$ cat src/rtl/ata_tf_pkg.sv
package ata_tf_pkg;

  localparam int BUS_W   = 16;
  localparam int BYTE_W  = 8;
  localparam int LANES   = BUS_W / BYTE_W;
  localparam int CAUSE_W = 5;
  localparam int CNT_W   = BYTE_W + 1;
  localparam int CNT_MAX = 1 << BYTE_W;

  localparam int OFS_DATA     = 0;
  localparam int OFS_ERRFEAT  = 1;
  localparam int OFS_COUNT    = 2;
  localparam int OFS_DATA_A   = 8;
  localparam int OFS_DATA_B   = 9;
  localparam int OFS_ERRFEAT2 = 13;

  typedef enum logic [1:0] {
    LANE_NONE,
    LANE_WORD,
    LANE_LOW,
    LANE_HIGH
  } lane_mode_e;

  typedef struct packed {
    lane_mode_e lane;
    logic       hit_data;
    logic       hit_ef;
    logic       hit_cnt;
    logic       odd_byte;
  } tf_sel_t;

  // Spread the cause vector onto the fixed error bit positions.
  function automatic logic [BYTE_W-1:0] pack_fault(input logic [CAUSE_W-1:0] c);
    pack_fault = {c[4], c[3], 1'b0, c[2], 1'b0, c[1], 1'b0, c[0]};
  endfunction

  // A zero byte stands for the full 256-sector request.
  function automatic logic [CNT_W-1:0] count_load(input logic [BYTE_W-1:0] b);
    count_load = (b == '0) ? CNT_W'(CNT_MAX) : {1'b0, b};
  endfunction

  function automatic logic [CNT_W-1:0] count_step(input logic [CNT_W-1:0] n);
    count_step = (n == '0) ? '0 : n - CNT_W'(1);
  endfunction

endpackage

$ cat src/rtl/ata_tf_decode.sv
module ata_tf_decode
  import ata_tf_pkg::*;
#(
  parameter int OFS_W = 4
) (
  input  logic             ce_hi_n,
  input  logic             ce_lo_n,
  input  logic             a0,
  input  logic [OFS_W-1:0] reg_ofs,
  output tf_sel_t          sel
);

  logic is_data, is_odd_data, is_ef, is_cnt, is_zero;

  always_comb begin
    is_zero     = (reg_ofs == OFS_W'(OFS_DATA));
    is_odd_data = (reg_ofs == OFS_W'(OFS_DATA_A)) || (reg_ofs == OFS_W'(OFS_DATA_B));
    is_data     = is_zero || is_odd_data;
    is_ef       = (reg_ofs == OFS_W'(OFS_ERRFEAT)) || (reg_ofs == OFS_W'(OFS_ERRFEAT2));
    is_cnt      = (reg_ofs == OFS_W'(OFS_COUNT));
  end

  always_comb begin
    sel = '{lane: LANE_NONE, hit_data: 1'b0, hit_ef: 1'b0, hit_cnt: 1'b0, odd_byte: 1'b0};
    unique case ({ce_hi_n, ce_lo_n})
      2'b00: begin
        if (is_data) begin
          sel.lane     = LANE_WORD;
          sel.hit_data = 1'b1;
        end else if (is_ef || is_cnt) begin
          sel.lane    = LANE_LOW;
          sel.hit_ef  = is_ef;
          sel.hit_cnt = is_cnt;
        end
      end
      2'b10: begin
        if (is_data || is_ef || is_cnt) begin
          sel.lane     = LANE_LOW;
          sel.hit_data = is_data;
          sel.hit_ef   = is_ef;
          sel.hit_cnt  = is_cnt;
          sel.odd_byte = is_data && a0;
        end
      end
      2'b01: begin
        if (is_odd_data) begin
          sel.lane     = LANE_HIGH;
          sel.hit_data = 1'b1;
          sel.odd_byte = 1'b1;
        end else if (is_ef || is_zero) begin
          sel.lane   = LANE_HIGH;
          sel.hit_ef = 1'b1;
        end
      end
      default: sel.lane = LANE_NONE;
    endcase
  end

endmodule

$ cat src/rtl/ata_tf_seccount.sv
module ata_tf_seccount
  import ata_tf_pkg::*;
(
  input  logic              clk,
  input  logic              rst_n,
  input  logic              load,
  input  logic [BYTE_W-1:0] load_byte,
  input  logic              step,
  output logic [CNT_W-1:0]  count
);

  always_ff @(posedge clk or negedge rst_n) begin
    if (!rst_n)    count <= '0;
    else if (load) count <= count_load(load_byte);
    else if (step) count <= count_step(count);
  end

endmodule

$ cat src/rtl/ata_tf_errfeat.sv
module ata_tf_errfeat
  import ata_tf_pkg::*;
(
  input  logic               clk,
  input  logic               rst_n,
  input  logic               fault_strobe,
  input  logic [CAUSE_W-1:0] fault_cause,
  input  logic               clear,
  input  logic               feat_we,
  input  logic [BYTE_W-1:0]  feat_byte,
  output logic [BYTE_W-1:0]  err_q,
  output logic [BYTE_W-1:0]  feat_q
);

  always_ff @(posedge clk or negedge rst_n) begin
    if (!rst_n)            err_q <= '0;
    else if (fault_strobe) err_q <= pack_fault(fault_cause);
    else if (clear)        err_q <= '0;
  end

  always_ff @(posedge clk or negedge rst_n) begin
    if (!rst_n)       feat_q <= '0;
    else if (feat_we) feat_q <= feat_byte;
  end

endmodule

$ cat src/rtl/ata_tf_regfile.sv
module ata_tf_regfile
  import ata_tf_pkg::*;
#(
  parameter int OFS_W = 4
) (
  input  logic               clk,
  input  logic               rst_n,
  input  logic               ce_hi_n,
  input  logic               ce_lo_n,
  input  logic               a0,
  input  logic [OFS_W-1:0]   reg_ofs,
  input  logic               host_rd,
  input  logic               host_wr,
  input  logic [BUS_W-1:0]   host_wdata,
  output logic [BUS_W-1:0]   host_rdata,
  input  logic               cmd_start,
  input  logic               sector_done,
  input  logic               fault_strobe,
  input  logic [CAUSE_W-1:0] fault_cause,
  output logic [BUS_W-1:0]   data_word,
  output logic [BYTE_W-1:0]  feature,
  output logic [CNT_W-1:0]   sectors_left
);

  tf_sel_t            sel;
  logic               wr_ok;
  logic [BYTE_W-1:0]  wr_byte;
  logic [BYTE_W-1:0]  rd_byte;
  logic [BYTE_W-1:0]  err_bits;
  logic               data_wr_ev;
  logic               feat_wr_ev;
  logic               cnt_load_ev;
  logic [LANES-1:0]   lane_we;
  logic [BYTE_W-1:0]  data_b [LANES];

  ata_tf_decode #(.OFS_W(OFS_W)) u_decode (
    .ce_hi_n (ce_hi_n),
    .ce_lo_n (ce_lo_n),
    .a0      (a0),
    .reg_ofs (reg_ofs),
    .sel     (sel)
  );

  always_comb begin
    wr_ok       = host_wr && (sel.lane != LANE_NONE);
    wr_byte     = (sel.lane == LANE_HIGH) ? host_wdata[BUS_W-1 -: BYTE_W] : host_wdata[BYTE_W-1:0];
    data_wr_ev  = wr_ok && sel.hit_data;
    feat_wr_ev  = wr_ok && sel.hit_ef;
    cnt_load_ev = wr_ok && sel.hit_cnt;
  end

  for (genvar g = 0; g < LANES; g++) begin : g_lane
    logic [BYTE_W-1:0] lane_wd;
    always_comb begin
      lane_we[g] = data_wr_ev && ((sel.lane == LANE_WORD) || (sel.odd_byte == (g != 0)));
      lane_wd    = (sel.lane == LANE_WORD) ? host_wdata[g*BYTE_W +: BYTE_W] : wr_byte;
    end
    always_ff @(posedge clk or negedge rst_n) begin
      if (!rst_n)          data_b[g] <= '0;
      else if (lane_we[g]) data_b[g] <= lane_wd;
    end
    assign data_word[g*BYTE_W +: BYTE_W] = data_b[g];
  end

  ata_tf_errfeat u_errfeat (
    .clk          (clk),
    .rst_n        (rst_n),
    .fault_strobe (fault_strobe),
    .fault_cause  (fault_cause),
    .clear        (cmd_start),
    .feat_we      (feat_wr_ev),
    .feat_byte    (wr_byte),
    .err_q        (err_bits),
    .feat_q       (feature)
  );

  ata_tf_seccount u_count (
    .clk       (clk),
    .rst_n     (rst_n),
    .load      (cnt_load_ev),
    .load_byte (wr_byte),
    .step      (sector_done),
    .count     (sectors_left)
  );

  always_comb begin
    if (sel.hit_data)     rd_byte = sel.odd_byte ? data_b[LANES-1] : data_b[0];
    else if (sel.hit_ef)  rd_byte = err_bits;
    else if (sel.hit_cnt) rd_byte = sectors_left[BYTE_W-1:0];
    else                  rd_byte = '0;
  end

  always_comb begin
    host_rdata = '0;
    if (host_rd) begin
      unique case (sel.lane)
        LANE_WORD: host_rdata = data_word;
        LANE_LOW:  host_rdata[BYTE_W-1:0] = rd_byte;
        LANE_HIGH: host_rdata[BUS_W-1 -: BYTE_W] = rd_byte;
        default:   host_rdata = '0;
      endcase
    end
  end

endmodule

$ cat config.mk
export PLATFORM = sky130hd
export DESIGN_NAME = ata_tf_regfile
export DESIGN_NICKNAME = d
export VERILOG_FILES = /design/src/rtl/ata_tf_pkg.sv /design/src/rtl/ata_tf_decode.sv /design/src/rtl/ata_tf_seccount.sv /design/src/rtl/ata_tf_errfeat.sv /design/src/rtl/ata_tf_regfile.sv
export SDC_FILE = /design/constraint.sdc
export NUM_CORES = 1
export LEC_CHECK = 0
export BUFFER_PORTS_ARGS = -buffer_cell sky130_fd_sc_hd__buf_2
export CAP_MARGIN = 20
export CORE_ASPECT_RATIO = 1.2
export CORE_UTILIZATION = 50
export CTS_BUF_LIST = sky130_fd_sc_hd__clkbuf_4
export CTS_CLUSTER_DIAMETER = 50
export DETAILED_ROUTE_END_ITERATION = 10
export PLACE_DENSITY = 0.78
export SYNTH_ARGS = -nofsm -noshare
export SYNTH_HDL_FRONTEND = slang
export SYNTH_SLANG_ARGS = --single-unit
$ cat constraint.sdc
create_clock -name clk -period 5.8 [get_ports clk]
set_input_delay 1.45 -clock clk [delete_from_list [all_inputs] [get_ports clk]]
set_output_delay 1.45 -clock clk [all_outputs]
set_load 0.05 [all_outputs]
# Word level (Yosys, flattened, before mapping)

Index checks and enable logic that the tools add are counted.

Logic and storage cells: 71
Register bits after elaboration: 41
Input bits: 35
Output and inout bits: 49

Muxes and demuxes: 31
Equality and inequality tests: 10
Reductions and logical operators: 23
Bitwise gates (word level): 1
Add/sub/neg operators: 1

Operator list:

| operator                                                              | count |
|---|---|
| 8-bit two-way mux                                                     | 9 |
| 9-bit two-way mux                                                     | 4 |
| 8-bit case mux with 2 select lines                                    | 2 |
| 16-bit two-way mux                                                    | 1 |
| 4-bit equality test, second input constant                            | 3 |
| 2-bit two-way mux                                                     | 6 |
| 2-bit case mux with 3 select lines                                    | 2 |
| 9-bit logical NOT                                                     | 1 |
| 1-bit logical OR                                                      | 9 |
| 9-bit by 1-bit subtractor with 9-bit output, second input constant    | 1 |
| 8-bit logical NOT                                                     | 1 |
| 1-bit logical AND                                                     | 7 |
| 2-bit equality test, second input constant                            | 3 |
| 6-bit two-way mux                                                     | 1 |
| 2-bit nonzero test                                                    | 3 |
| 2-bit by 1-bit equality test with 1-bit output, second input constant | 2 |
| 4-bit by 1-bit equality test with 1-bit output, second input constant | 1 |
| 4-bit by 2-bit equality test with 1-bit output, second input constant | 1 |
| 4-bit logical NOT                                                     | 1 |
| 1-bit two-way mux                                                     | 4 |
| 1-bit case mux with 2 select lines                                    | 2 |
| 2-bit logical NOT                                                     | 1 |
| 1-bit inverter                                                        | 1 |

# Logic depth before layout (Yosys ltp)

Gate-level depths: netlist of the first run.

Word-level depth: 12
Mapped depth: 14
Mapped depth without buffers: 13

# Cells and area by module

From an unflattened synthesis of the first run, not the netlist that was laid out.

Cell total of the unflattened synthesis: 271
Area, all modules: 2882.8 um^2

By module, submodules not included:

| module          | times used | seq. area each (um^2) | cells each | area each (um^2) |
|---|---|---|---|---|
| ata_tf_regfile  | 1          | 400.4                 | 141        | 1501.4 |
| ata_tf_seccount | 1          | 225.2                 | 67         | 626.9 |
| ata_tf_errfeat  | 1          | 325.3                 | 32         | 533.0 |
| ata_tf_decode   | 1          | 0.0                   | 31         | 221.5 |

# Worst setup path after synthesis of the first run

OpenSTA, ideal clock, no wires.

Path type: input to output
Start point: in ce_hi_n
End point: out host_rdata[1]
Data arrival time: 4567 ps
Setup slack: -217 ps
Data required time: 4350 ps
Buffers on the path: 3
Stages: 10
Cells stage by stage: ha_1 nor2_1 a21boi_2 buf_2 ha_1 clkbuf_1 and3_1 buf_1 a31oi_1 o21ai_0

Longest elaborated chain between the ends: 7
Elaborated cells between the ends (all ways): 15
Those cells by class: 4 x eq/ne; 10 x mux; 1 x reduce/logical

Ends and longest elaborated chain:

| item                                                     | RTL line             | source |
|---|---|---|
| start, declared                                          | ata_tf_regfile.sv:8  | `input logic ce_hi_n,` |
| 2-bit equality test or 2-bit logical NOT (tied branches) | ata_tf_decode.sv:25  | `unique case ({ce_hi_n, ce_lo_n})` |
| 1-bit case mux with 2 select lines                       | ata_tf_decode.sv:25  |  |
| 8-bit two-way mux                                        | ata_tf_regfile.sv:89 | `else if (sel.hit_cnt) rd_byte = sectors_left[BYTE_W-1:0];` |
| 8-bit two-way mux                                        | ata_tf_regfile.sv:88 | `else if (sel.hit_ef) rd_byte = err_bits;` |
| 8-bit two-way mux                                        | ata_tf_regfile.sv:87 | `if (sel.hit_data) rd_byte = sel.odd_byte ? data_b[LANES-1] : data_b[0];` |
| 8-bit case mux with 2 select lines (*)                   | ata_tf_regfile.sv:96 | `unique case (sel.lane)` |
| 16-bit two-way mux (*)                                   | ata_tf_regfile.sv:95 | `if (host_rd) begin` |
| end, declared                                            | ata_tf_regfile.sv:15 | `output logic [BUS_W-1:0] host_rdata,` |

Every way passes the cells marked *; elsewhere a longest branch is shown, timed or not.

# Final worst setup path of the first run

Same ends and word-level chain as after synthesis.

==> results of run 1 <==
-- synth_stat cells (2+ instances only) --
library cell,number
dfrtp_1,38
o21ai_0,26
o211ai_1,3
a2bb2oi_1,2
or4_1,2
a21oi_1,22
xor2_1,2
mux2_2,2
nand4_1,6
o21bai_1,2
and2_1,2
nor3_1,3
nand2_1,37
ha_1,9
nor4_1,2
o221ai_1,3
buf_2,8
and3_1,10
a32oi_1,8
o21ai_1,5
nand2b_1,9
nand3_1,7
o31ai_1,2
o22ai_1,5
a22o_1,10
buf_1,2
a22oi_1,3
o211ai_2,2
mux2i_1,21
nor2b_1,7
clkbuf_1,7
nor2_1,18
inv_1,11
xnor2_1,2
-- where the power goes --
group	internal (mW)	leakage (nW)	switching, mW	total [mW]
sequential	0.320	0.498	0.0731	0.393
clock	0.0474	0.0292	0.0968	0.144
combinational	0.120	0.977	0.319	0.439
-- logic make-up (layout without fill, tap and decap cells) --
family	Yosys count	after routing
AO/OA/AOI/OAI	100	100
XOR/XNOR	4	4
adder cells (fa/ha/maj)	9	9
buffers and inverters	28	105
flip-flops	38	38
multiplexers	23	23
AND/OR/NAND/NOR	108	108
-- registers in the layout, indices dropped and copies added (netlist names) --
| name | count |
|---|---|
| data_word | 16 |
| u_count.count | 9 |
| u_errfeat.feat_q | 8 |
| u_errfeat.err_q | 5 |
-- layer usage --
layer  track usage (%)  vias up
met3              3.64       15
li1                  -     1298
met2              42.9      116
met1              34.7     1254
met5                 0        -
met4              9.80        0
-- layout make-up --
cell class	instances	share of cell area, %
multi-input cells	244	51.1
repair buffers	86	13.7
clock buffers	5	1.17
flip-flops and latches	38	29.8
well taps	60	2.35
clock inverters	3	0.626
inverters	11	1.29
-- worst register-to-register path: stages, from the launching register on --
cell and delay, ns:
dfrtp_1 0.49, or4_1 0.59, nor2_1 0.18, nand3_1 0.14, o31ai_1 0.45, o22ai_1 0.16
-- layout by cell type (no fill, tap or decap), drive strengths merged, types with 3 or more instances in the layout --
cell type   n
buf        86
dfrtp      38
nand2      37
o21ai      31
a21oi      22
mux2i      21
nor2       18
inv        12
and3       10
a22o       10
nand2b      9
ha          9
a32oi       8
nor2b       7
nand3       7
nand4       6
o22ai       5
clkbuf      5
o211ai      5
a22oi       3
o221ai      3
nor3        3
-- final timing paths --
check / slack (ns) / end
setup reg to reg: 3.67 / u_count.count[3]$_DFFE_PN0P_
setup / recovery: 0.40 / host_rdata[1]
hold reg to reg: 0.53 / u_errfeat.feat_q[6]$_DFFE_PN0P_
max in group asynchronous: 4.08 / u_errfeat.err_q[6]$_DFFE_PN0P_
min in group asynchronous: 1.18 / u_errfeat.feat_q[7]$_DFFE_PN0P_
hold / removal: 0.53 / u_errfeat.feat_q[6]$_DFFE_PN0P_
-- through the flow --
| step | worst slack (ns) | power [mW] |
|---|---|---|
| after floorplan | -0.217 | 0.709 |
| after global routing | 0.223 | 1.03 |
| after CTS | 0.435 | 0.977 |
| final | 0.404 | 0.976 |
| after detailed placement | 0.447 | 0.835 |
| after global placement | 0.542 | 0.826 |
==> summary.md, run 1 <==
| Metric | Value |
|---|---|
| Worst r2r src | `u_count.count[2]$_DFFE_PN0P_` |
| Global placement routability congestion | `0.926` |
| Clk root buf | `clkbuf_4` |
| Setup TNS Final | `0 ns` |
| Critical path startpoint | `ce_hi_n` |
| Cells on Worst Hold Path | `1` |
| Hold Startpoint | `u_errfeat.feat_q[6]$_DFFE_PN0P_` |
| Crit path buffers/inverters | `3` |
| Metal2 WL | `3480 um` |
| Fin util | `63.3%` |
| Nets | `430` |
| Die height | `82.5 um` |
| Critical-path cell list | `buf_2 -> inv_1 -> ha_1 -> a21oi_1 -> a2bb2oi_1 -> a2bb2oi_1 -> o22ai_1 -> nand2b_1 -> ha_1 -> and3_1 -> and3_1 -> a22oi_1 -> o21ai_0 -> buf_2` |
| Post-synthesis cell area | `2700 sq um` |
| Synth Area in Compound Gates | `25.9%` |
| Core Area | `5040 sq um` |
| Synth warn | `0` |
| DRT Wirelength | `7390 um` |
| Initial drt markers | `155` |
| Crit path arrival time | `3.95 ns` |
| Yosys top cell area share | `35.2%` |
| Seq cells post-synth | `38` |
| Leakage | `1.50 nW` |
| Minimum clock period | `5.40 ns` |
| Post-Synth XOR/XNOR Area | `1.30%` |
| Top sig layer | `met4` |
| Met3 wire len | `462 um` |
| N_diodes | `0` |
| Largest net degree at the start of global routing | `39` |
| Main area contributors after synthesis | `dfrtp_1, mux2i_1, nand2_1, o21ai_0, ha_1` |
| WP data required | `4.35 ns` |
| RSZ-0062 raised after global routing | `false` |
| First-pass GRT wire length | `11700 um` |
| Area growth syn-to-layout | `18.4%` |
| Slew Limit Fails | `0` |
| Tcrit/Tclk final | `93.0%` |
| Initial antenna violation count | `0` |
| Chip width | `69.1 um` |
| Total CTS buffers | `5` |
| Post-Synth Simple-Gate Area | `20.5%` |
| CTS sink cnt | `38` |
| Worst VDD drop | `0.269 mV` |
| Worst min-delay path class | `reg2reg` |
| Initial Util | `53.5%` |
| Wl on met1 | `3280 um` |
| Least-Margin Pin Slew | `0.848 ns` |
| Sequential area share after synthesis | `35.2%` |
| Unique masters post-synth | `46` |
| Routed len/inst | `16.5 um` |
| CP max-delay cell | `and3_1` |
| Synth Area in Adders | `4.17%` |
| Clock slew at reported path FFs | `0.13 ns` |
| WP depth | `14` |
| H-tree Lvls | `2` |
| Cell area after layout | `3200 sq um` |
| I/O pin cnt | `84` |
| Die ar. | `5700 sq um` |
| Pwr per Cell Area | `306 nW/um^2` |
| Inst Count DP | `439` |
| Number of synthesized flops with an enable pin | `0` |
| Layout cells sized above 1 | `26.6%` |
| Final antenna-violating net count | `0` |
| Slew HR | `43.5%` |
| Vias in the first global route | `2428` |
| CP startpoint kind | `input pin` |
| Detail Placement HPWL | `5660 um` |
| Biggest area consumer among synthesized cells | `dfrtp_1` |
| Largest family of logic cells by synthesized area | `compound AO/OA/AOI/OAI gates` |
| CP max FO | `8` |
| Post-synth top flop | `dfrtp_1` |
| Finished Layout Cells | `447` |
| Asr flop ratio synth | `100%` |
| Cell area after placement | `3140 sq um` |
| Area of the multi-input gates | `1630 sq um` |
| # DRC | `0` |
| Clock skew | `0.00908 ns` |
| CTS tree | `done` |
| Clk Latency, worst-skew pair | `0.35 ns` |
| Max stage delay on crit path | `0.32 ns` |
| Syn Area/Cell | `8.71 sq um` |
| Mux contribution to synthesized area | `8.62%` |
| Post-CTS Setup Bufs | `0` |
| Final setup fails | `0` |
| CTS Hold Bufs | `0` |
| Count of input and output buffers | `83` |
| Fillers | `459` |
| Via Count | `2683` |
| Worst r2r path cells | `5` |
| FF+latch area | `951 sq um` |
| Largest delay contributor family on the critical path | `compound AO/OA/AOI/OAI gates` |
| Hold slack | `0.526 ns` |
| Crit. End Element | `primary output` |
| GRT overflow | `0` |
| Cell Rows | `28` |
| Clock tree buffer depth | `2` |
| Cts repair resizes | `0` |
| Final-report hold violation count | `0` |
| Fmax | `0.185 GHz` |
| DR vias/cell | `6.00` |
| Cell count after synthesis | `310` |
| Status | `finished clean` |
| Syn Nets | `354` |
| GR Util All Layers | `25.9%` |
| DR pass1 iterations | `5` |
| Number of max-cap violations | `0` |
| CP Class | `in2out` |
(Power assumes the default switching activity.)
==> run 2: changes to the inputs <==
--- a/config.mk
+++ b/config.mk
@@ -5,6 +5,7 @@
 export SDC_FILE = /design/constraint.sdc
 export NUM_CORES = 1
 export LEC_CHECK = 0
+export ABC_AREA = 1
 export BUFFER_PORTS_ARGS = -buffer_cell sky130_fd_sc_hd__buf_2
 export CAP_MARGIN = 20
 export CORE_ASPECT_RATIO = 1.2
==> summary.md, run 2 <==
| Metric | Value |
|---|---|
| Status | `finished clean (unchanged)` |
| Crit path arrival time | `3.89 ns (was 3.95 ns)` |
| Finished Layout Cells | `530 (was 447)` |
| # DRC | `0 (unchanged)` |
| Initial drt markers | `315 (was 155)` |
| Clock tree buffer depth | `2 (unchanged)` |
| Yosys top cell area share | `35.2% (unchanged)` |
| Number of synthesized flops with an enable pin | `0 (unchanged)` |
| Max stage delay on crit path | `0.67 ns (was 0.32 ns)` |
| CP max FO | `24 (was 8)` |
| Biggest area consumer among synthesized cells | `dfrtp_1 (unchanged)` |
| Seq cells post-synth | `38 (unchanged)` |
| Most common cell after layout, fill and taps aside | `nand2_1 (was buf_2)` |
| Synth Area in Compound Gates | `18.5% (was 25.9%)` |
| Syn Area/Cell | `6.87 sq um (was 8.71 sq um)` |
| CTS tree | `done (unchanged)` |
| Total CTS buffers | `5 (unchanged)` |
| Cell count after synthesis | `393 (was 310)` |
| Synth warn | `0 (unchanged)` |
| Tcrit/Tclk final | `92.1% (was 93.0%)` |
| Fillers | `491 (was 459)` |
| Worst r2r path cells | `11 (was 5)` |
| Minimum clock period | `5.34 ns (was 5.40 ns)` |
| CP max-delay cell | `ha_1 (was and3_1)` |
| Core Area | `5040 sq um (unchanged)` |
| Cells on Worst Hold Path | `2 (was 1)` |
| Final antenna-violating net count | `0 (unchanged)` |
| Slew Limit Fails | `0 (unchanged)` |
| RR Endpoint | `u_count.count[6]$_DFFE_PN0P_ (was u_count.count[3]$_DFFE_PN0P_)` |
| Largest family of logic cells by synthesized area | `simple AND/OR/NAND/NOR gates (was compound AO/OA/AOI/OAI gates)` |
| Internal reg-to-reg setup slack | `3.86 ns (was 3.67 ns)` |
| Post-Synth XOR/XNOR Area | `0.974% (was 1.30%)` |
| Synth Area in Adders | `4.17% (unchanged)` |
| Clk root buf | `clkbuf_4 (unchanged)` |
| Nets | `513 (was 430)` |
| CTS sink cnt | `38 (unchanged)` |
| Die height | `82.5 um (unchanged)` |
| H-tree Lvls | `2 (unchanged)` |
| Worst r2r src | `u_count.count[0]$_DFFE_PN0P_ (was u_count.count[2]$_DFFE_PN0P_)` |
| Via Count | `2949 (was 2683)` |
| Most frequent cells in the layout | `nand2_1, buf_2, o21ai_0, nand3_1, inv_1 (was buf_2, dfrtp_1, nand2_1, o21ai_0, a21oi_1)` |
| FF+latch area | `951 sq um (unchanged)` |
| GRT overflow | `0 (unchanged)` |
| Mux contribution to synthesized area | `0% (was 8.62%)` |
| Final setup fails | `0 (unchanged)` |
| Least-Margin Pin Slew | `0.876 ns (was 0.848 ns)` |
| Global placement routability congestion | `0.896 (was 0.926)` |
| Die ar. | `5700 sq um (unchanged)` |
| Main area contributors after synthesis | `dfrtp_1, nand2_1, o21ai_0, nand3_1, inv_1 (was dfrtp_1, mux2i_1, nand2_1, o21ai_0, ha_1)` |
| Post-CTS Setup Bufs | `0 (unchanged)` |
| CTS Hold Bufs | `0 (unchanged)` |
| Unique masters post-synth | `28 (was 46)` |
| Number of max-cap violations | `0 (unchanged)` |
| Routed len/inst | `14.7 um (was 16.5 um)` |
| Cell Rows | `28 (unchanged)` |
| Post-synth top flop | `dfrtp_1 (unchanged)` |
| CP Class | `in2out (unchanged)` |
| N_diodes | `0 (unchanged)` |
| Clock slew at reported path FFs | `0.11 ns (was 0.13 ns)` |
| CP startpoint kind | `input pin (unchanged)` |
| Hold Startpoint | `u_errfeat.feat_q[7]$_DFFE_PN0P_ (was u_errfeat.feat_q[6]$_DFFE_PN0P_)` |
| DR pass1 iterations | `5 (unchanged)` |
| WHS Endpoint | `u_errfeat.feat_q[7]$_DFFE_PN0P_ (was u_errfeat.feat_q[6]$_DFFE_PN0P_)` |
| Worst VDD drop | `0.237 mV (was 0.269 mV)` |
| Initial Util | `53.5% (unchanged)` |
| Setup TNS Final | `0 ns (unchanged)` |
| Pwr per Cell Area | `347 nW/um^2 (was 306 nW/um^2)` |
| Leakage | `1.65 nW (was 1.50 nW)` |
| DRT Wirelength | `7800 um (was 7390 um)` |
| GR Util All Layers | `28.2% (was 25.9%)` |
| Asr flop ratio synth | `100% (unchanged)` |
| Sequential area share after synthesis | `35.2% (unchanged)` |
| Area of the multi-input gates | `1510 sq um (was 1630 sq um)` |
| I/O pin cnt | `84 (unchanged)` |
| Crit. End Element | `primary output (unchanged)` |
| Synth cell count leaders | `nand2_1, o21ai_0, nand3_1, inv_1, dfrtp_1 (was dfrtp_1, nand2_1, o21ai_0, a21oi_1, mux2i_1)` |
| Final-report hold violation count | `0 (unchanged)` |
| Clk Latency, worst-skew pair | `0.36 ns (was 0.35 ns)` |
| Critical-path cell list | `buf_2 -> nor2_1 -> nand2_1 -> nand2_2 -> nand2_1 -> nand2_1 -> nand2_2 -> inv_1 -> ha_1 -> nand3_1 -> a21oi_1 -> buf_2 (was buf_2 -> inv_1 -> ha_1 -> a21oi_1 -> a2bb2oi_1 -> a2bb2oi_1 -> o22ai_1 -> nand2b_1 -> ha_1 -> and3_1 -> and3_1 -> a22oi_1 -> o21ai_0 -> buf_2)` |
| Vias in the first global route | `2654 (was 2428)` |
| RSZ-0062 raised after global routing | `false (unchanged)` |
| Most instantiated library cell after synthesis | `nand2_1 (was dfrtp_1)` |
| Cts repair resizes | `0 (unchanged)` |
| Syn Nets | `437 (was 354)` |
| Slew HR | `41.6% (was 43.5%)` |
| Worst min-delay path class | `reg2reg (unchanged)` |
| Area growth syn-to-layout | `19.3% (was 18.4%)` |
| Initial antenna violation count | `0 (unchanged)` |
| Post-synthesis cell area | `2700 sq um (unchanged)` |
| Chip width | `69.1 um (unchanged)` |
| DR vias/cell | `5.56 (was 6.00)` |
| WP data required | `4.35 ns (about the same)` |
| Fmax | `0.187 GHz (was 0.185 GHz)` |
| Cell area after placement | `3110 sq um (was 3140 sq um)` |
| Clock skew | `0.00394 ns (was 0.00908 ns)` |
| Largest net degree at the start of global routing | `39 (unchanged)` |
| First-pass GRT wire length | `12700 um (was 11700 um)` |
| Count of input and output buffers | `83 (unchanged)` |
| Power Total | `1.12 mW (was 0.976 mW)` |
| Layout cells sized above 1 | `21.9% (was 26.6%)` |
| Inst Count DP | `522 (was 439)` |
| Detail Placement HPWL | `5860 um (was 5660 um)` |
| Max FFs per register | `16 (unchanged)` |
| Most used cell, CP | `nand2_1` |
| Cell area after layout | `3220 sq um (was 3200 sq um)` |
| Post-Synth Simple-Gate Area | `32.3% (was 20.5%)` |
==> run 2: cell types whose count changed after synthesis, moves of 8 or more <==
cell,change
a32oi_1,-8
nand2_1,+68
inv_1,+33
nand2b_1,-9
nand3_1,+40
and3_1,-10
mux2i_1,-21
o21ai_0,+23
a22o_1,-10
==> run 2: stage by stage <==
step | setup WS [ns] | hold slack (ns) | utilization [%]
finish | 0.457 | 0.508 | 63.8
global route | 0.150 | 0.524 | 63.8
CTS | 0.506 | 0.509 | 63.8
detailed placement | 0.505 | 0.475 | 61.7
global placement | 0.635 | 0.474 | 61.7
floorplan | 0.593 | 0.508 | -
==> run 2: worst max path at each step <==
stage,startpoint,to,cells after the start
2_1_floorplan,reg_ofs[2],host_rdata[5],13
3_3_place_gp,reg_ofs[3],host_rdata[11],12
3_5_place_dp,reg_ofs[3],host_rdata[9],12
4_1_cts,reg_ofs[3],host_rdata[9],12
5_1_grt,reg_ofs[3],host_rdata[15],12
6_report,reg_ofs[3],host_rdata[9],12
==> run 2: final cells by class <==
type                    instances  area share (%)
clock buffers                   5            1.17
repair buffers                 83            12.9
clock inverters                 3            2.14
well taps                      60            2.33
multi-input cells             297            46.8
inverters                      44            5.13
flip-flops and latches         38            29.5
==> run 2: power breakdown <==
part	leakage [nW]	switching [mW]	total, mW	internal [mW]
clock	0.0554	0.0962	0.231	0.135
sequential	0.458	0.0750	0.398	0.323
combinational	1.14	0.365	0.490	0.125
total	1.65	0.536	1.12	0.583
==> run 2: logic make-up (layout without fill, tap and decap cells) <==
group,after synthesis,after routing
AND/OR/NAND/NOR,195,195
AO/OA/AOI/OAI,90,90
buffers and inverters,58,135
flip-flops,38,38
adder cells (fa/ha/maj),9,9
XOR/XNOR,3,3
==> run 2: critical path, delay by kind of cell <==
| kind | cells | cell delay (ns) |
|---|---|---|
| compound gates | 1 | 0.18 |
| fa+ha+maj | 1 | 0.67 |
| buf+inv | 3 | 0.59 |
| simple gates | 7 | 1.01 |
==> run 2: layer usage <==
metal | routed length [um] | vias up | GRT usage (%)
met5 | 0 | - | 0
met3 | 628 | 16 | 3.76
met2 | 3670 | 152 | 45.8
met4 | 219 | 0 | 13.9
met1 | 3290 | 1313 | 37.5
li1 | - | 1468 | -
==> run 3: changes to the inputs <==
==> constraint.sdc (replaced) <==
create_clock -name clk -period 5.8 [get_ports clk]
set_input_delay 0.58 -clock clk [delete_from_list [all_inputs] [get_ports clk]]
set_output_delay 0.58 -clock clk [all_outputs]
set_load 0.05 [all_outputs]
==> summary.md, run 3 (synthesized netlist as in run 2, its figures left out) <==
| Metric | Value |
|---|---|
| Status | `finished clean (unchanged)` |
| RR Endpoint | `u_count.count[6]$_DFFE_PN0P_ (unchanged)` |
| Final setup fails | `0 (unchanged)` |
| Most frequent cells in the layout | `nand2_1, buf_2, o21ai_0, nand3_1, inv_1 (unchanged)` |
| Cell Rows | `28 (unchanged)` |
| Clock tree buffer depth | `2 (unchanged)` |
| Total CTS buffers | `5 (unchanged)` |
| N_diodes | `0 (unchanged)` |
| Most common cell after layout, fill and taps aside | `nand2_1 (unchanged)` |
| Die height | `82.5 um (unchanged)` |
| Worst min-delay path class | `in2async (was reg2reg)` |
| Worst r2r path cells | `11 (unchanged)` |
| Worst r2r src | `u_count.count[0]$_DFFE_PN0P_ (unchanged)` |
| Final-report hold violation count | `0 (unchanged)` |
| Number of max-cap violations | `0 (unchanged)` |
| Max FFs per register | `16 (unchanged)` |
| CP Class | `in2out (unchanged)` |
| CTS tree | `done (unchanged)` |
| Count of input and output buffers | `83 (unchanged)` |
| Combinational Power Share | `43.8% (about the same)` |
| Core Area | `5040 sq um (unchanged)` |
| Clock slew at reported path FFs | `0.12 ns (was 0.11 ns)` |
| H-tree Lvls | `2 (unchanged)` |
| I/O pin cnt | `84 (unchanged)` |
| GRT busiest layer | `met2 (unchanged)` |
| Global placement routability congestion | `0.897 (was 0.896)` |
| Detail Placement HPWL | `5810 um (was 5860 um)` |
| Layout cells sized above 1 | `21.9% (unchanged)` |
| Net Sw Frac | `47.9% (about the same)` |
| Crit path arrival time | `3.04 ns (was 3.89 ns)` |
| Largest net degree at the start of global routing | `39 (unchanged)` |
| P_int | `0.583 mW (about the same)` |
| DR pass1 iterations | `5 (unchanged)` |
| Area growth syn-to-layout | `19.3% (unchanged)` |
| Crit. End Element | `primary output (unchanged)` |
| Die ar. | `5700 sq um (unchanged)` |
| Initial Util | `53.5% (unchanged)` |
| Pwr per Cell Area | `347 nW/um^2 (about the same)` |
| Cell area after placement | `3110 sq um (unchanged)` |
| M3 GR Usage | `5.34% (was 3.76%)` |
| Leakage | `1.65 nW (unchanged)` |
| WP data required | `5.22 ns (was 4.35 ns)` |
| Least-Margin Pin Slew | `0.857 ns (was 0.876 ns)` |
| Fin util | `63.8% (unchanged)` |
| Fin worst setup slack | `2.18 ns (was 0.457 ns)` |
| CTS Hold Bufs | `0 (unchanged)` |
| Post-CTS Setup Bufs | `0 (unchanged)` |
| Internal reg-to-reg setup slack | `3.85 ns (was 3.86 ns)` |
| Tcrit/Tclk final | `62.4% (was 92.1%)` |
| Switching pwr | `0.535 mW (was 0.536 mW)` |
| Initial drt markers | `299 (was 315)` |
| # DRC | `0 (unchanged)` |
| Sequential power share | `35.5% (was 35.6%)` |
| Cts repair resizes | `0 (unchanged)` |
| Routed len/inst | `14.5 um (was 14.7 um)` |
| CP max FO | `24 (unchanged)` |
| CP startpoint kind | `input pin (unchanged)` |
| Met2 capacity usage during global routing | `45.0% (was 45.8%)` |
| Final antenna-violating net count | `0 (unchanged)` |
| Nets | `513 (unchanged)` |
| Slew Limit Fails | `0 (unchanged)` |
| Fmax | `0.276 GHz (was 0.187 GHz)` |
| Slew HR | `42.8% (was 41.6%)` |
| GRT overflow | `0 (unchanged)` |
| GR Util All Layers | `27.5% (was 28.2%)` |
| Grt met1 use | `35.7% (was 37.5%)` |
| RSZ-0062 raised after global routing | `false (unchanged)` |
| Clock skew | `0.00120 ns (was 0.00394 ns)` |
| Clk root buf | `clkbuf_4 (unchanged)` |
| DRT Wirelength | `7690 um (was 7800 um)` |
| Setup WS pre-CTS | `2.24 ns (was 0.505 ns)` |
| Worst VDD drop | `0.244 mV (was 0.237 mV)` |
| Setup TNS Final | `0 ns (unchanged)` |
| Power Total | `1.12 mW (about the same)` |
| Initial antenna violation count | `0 (unchanged)` |
| DR vias/cell | `5.61 (was 5.56)` |
| Chip width | `69.1 um (unchanged)` |
| Clk Latency, worst-skew pair | `0.35 ns (was 0.36 ns)` |
| Minimum clock period | `3.62 ns (was 5.34 ns)` |
| Cell area after layout | `3220 sq um (unchanged)` |
| Vias in the first global route | `2658 (was 2654)` |
| Via Count | `2971 (was 2949)` |
| Clock share of power | `20.7% (was 20.6%)` |
| CTS sink cnt | `38 (unchanged)` |
| First-pass GRT wire length | `12400 um (was 12700 um)` |
run 3: cell counts in the layout (fill, tap and decap cells not counted):
Identical to the previous run, type by type.
run 3: power by group through the flow:
stage / sequential (mW) / combinational [mW] / clock [mW]
2_1_floorplan: 0.578 / 0.172 / 0
3_3_place_gp: 0.399 / 0.482 / 0
3_5_place_dp: 0.400 / 0.486 / 0
4_1_cts: 0.395 / 0.490 / 0.234
5_1_grt: 0.405 / 0.533 / 0.242
6_report: 0.397 / 0.490 / 0.232
run 3: critical path, stage by stage:
cell and delay [ns]:
buf_2 0.13, nor2_1 0.15, nand2_1 0.12, nand2_2 0.22, nand2_1 0.08, nand2_1 0.09, nand2_2 0.19, inv_1 0.17
ha_1 0.67, nand3_1 0.17, a21oi_1 0.18, buf_2 0.29
run 3: layout make-up:
| cell class | count | area [sq um] |
|---|---|---|
| multi-input combinational | 297 | 1510 |
| inverter | 44 | 165 |
| fill | 516 | 1820 |
| timing repair buffer | 83 | 415 |
| clock inverter | 3 | 68.8 |
| sequential | 38 | 951 |
| clock buffer | 5 | 37.5 |
| tap | 60 | 75.1 |
run 3: routing by layer:
layer | vias up | share of wire, %
li1 | 1466 | -
met1 | 1331 | 42
met2 | 151 | 46
met3 | 23 | 8.4
met4 | 0 | 3.3
met5 | - | 0
run 3: how the worst max path moves through the flow:
stage / start / endpoint / slack [ns]
floorplan: reg_ofs[2] / host_rdata[5] / 2.33
global placement: reg_ofs[3] / host_rdata[11] / 2.37
detailed placement: reg_ofs[3] / host_rdata[10] / 2.24
CTS: reg_ofs[3] / host_rdata[10] / 2.23
global route: reg_ofs[2] / host_rdata[14] / 1.98
finish: reg_ofs[3] / host_rdata[10] / 2.18
run 3: per-stage QoR:
step                      hold slack [ns]  instances
after floorplan                     0.284        393
after global placement              0.471        522
after detailed placement            0.474        522
after CTS                           0.343        530
after global routing                0.389        530
final                               0.318        530
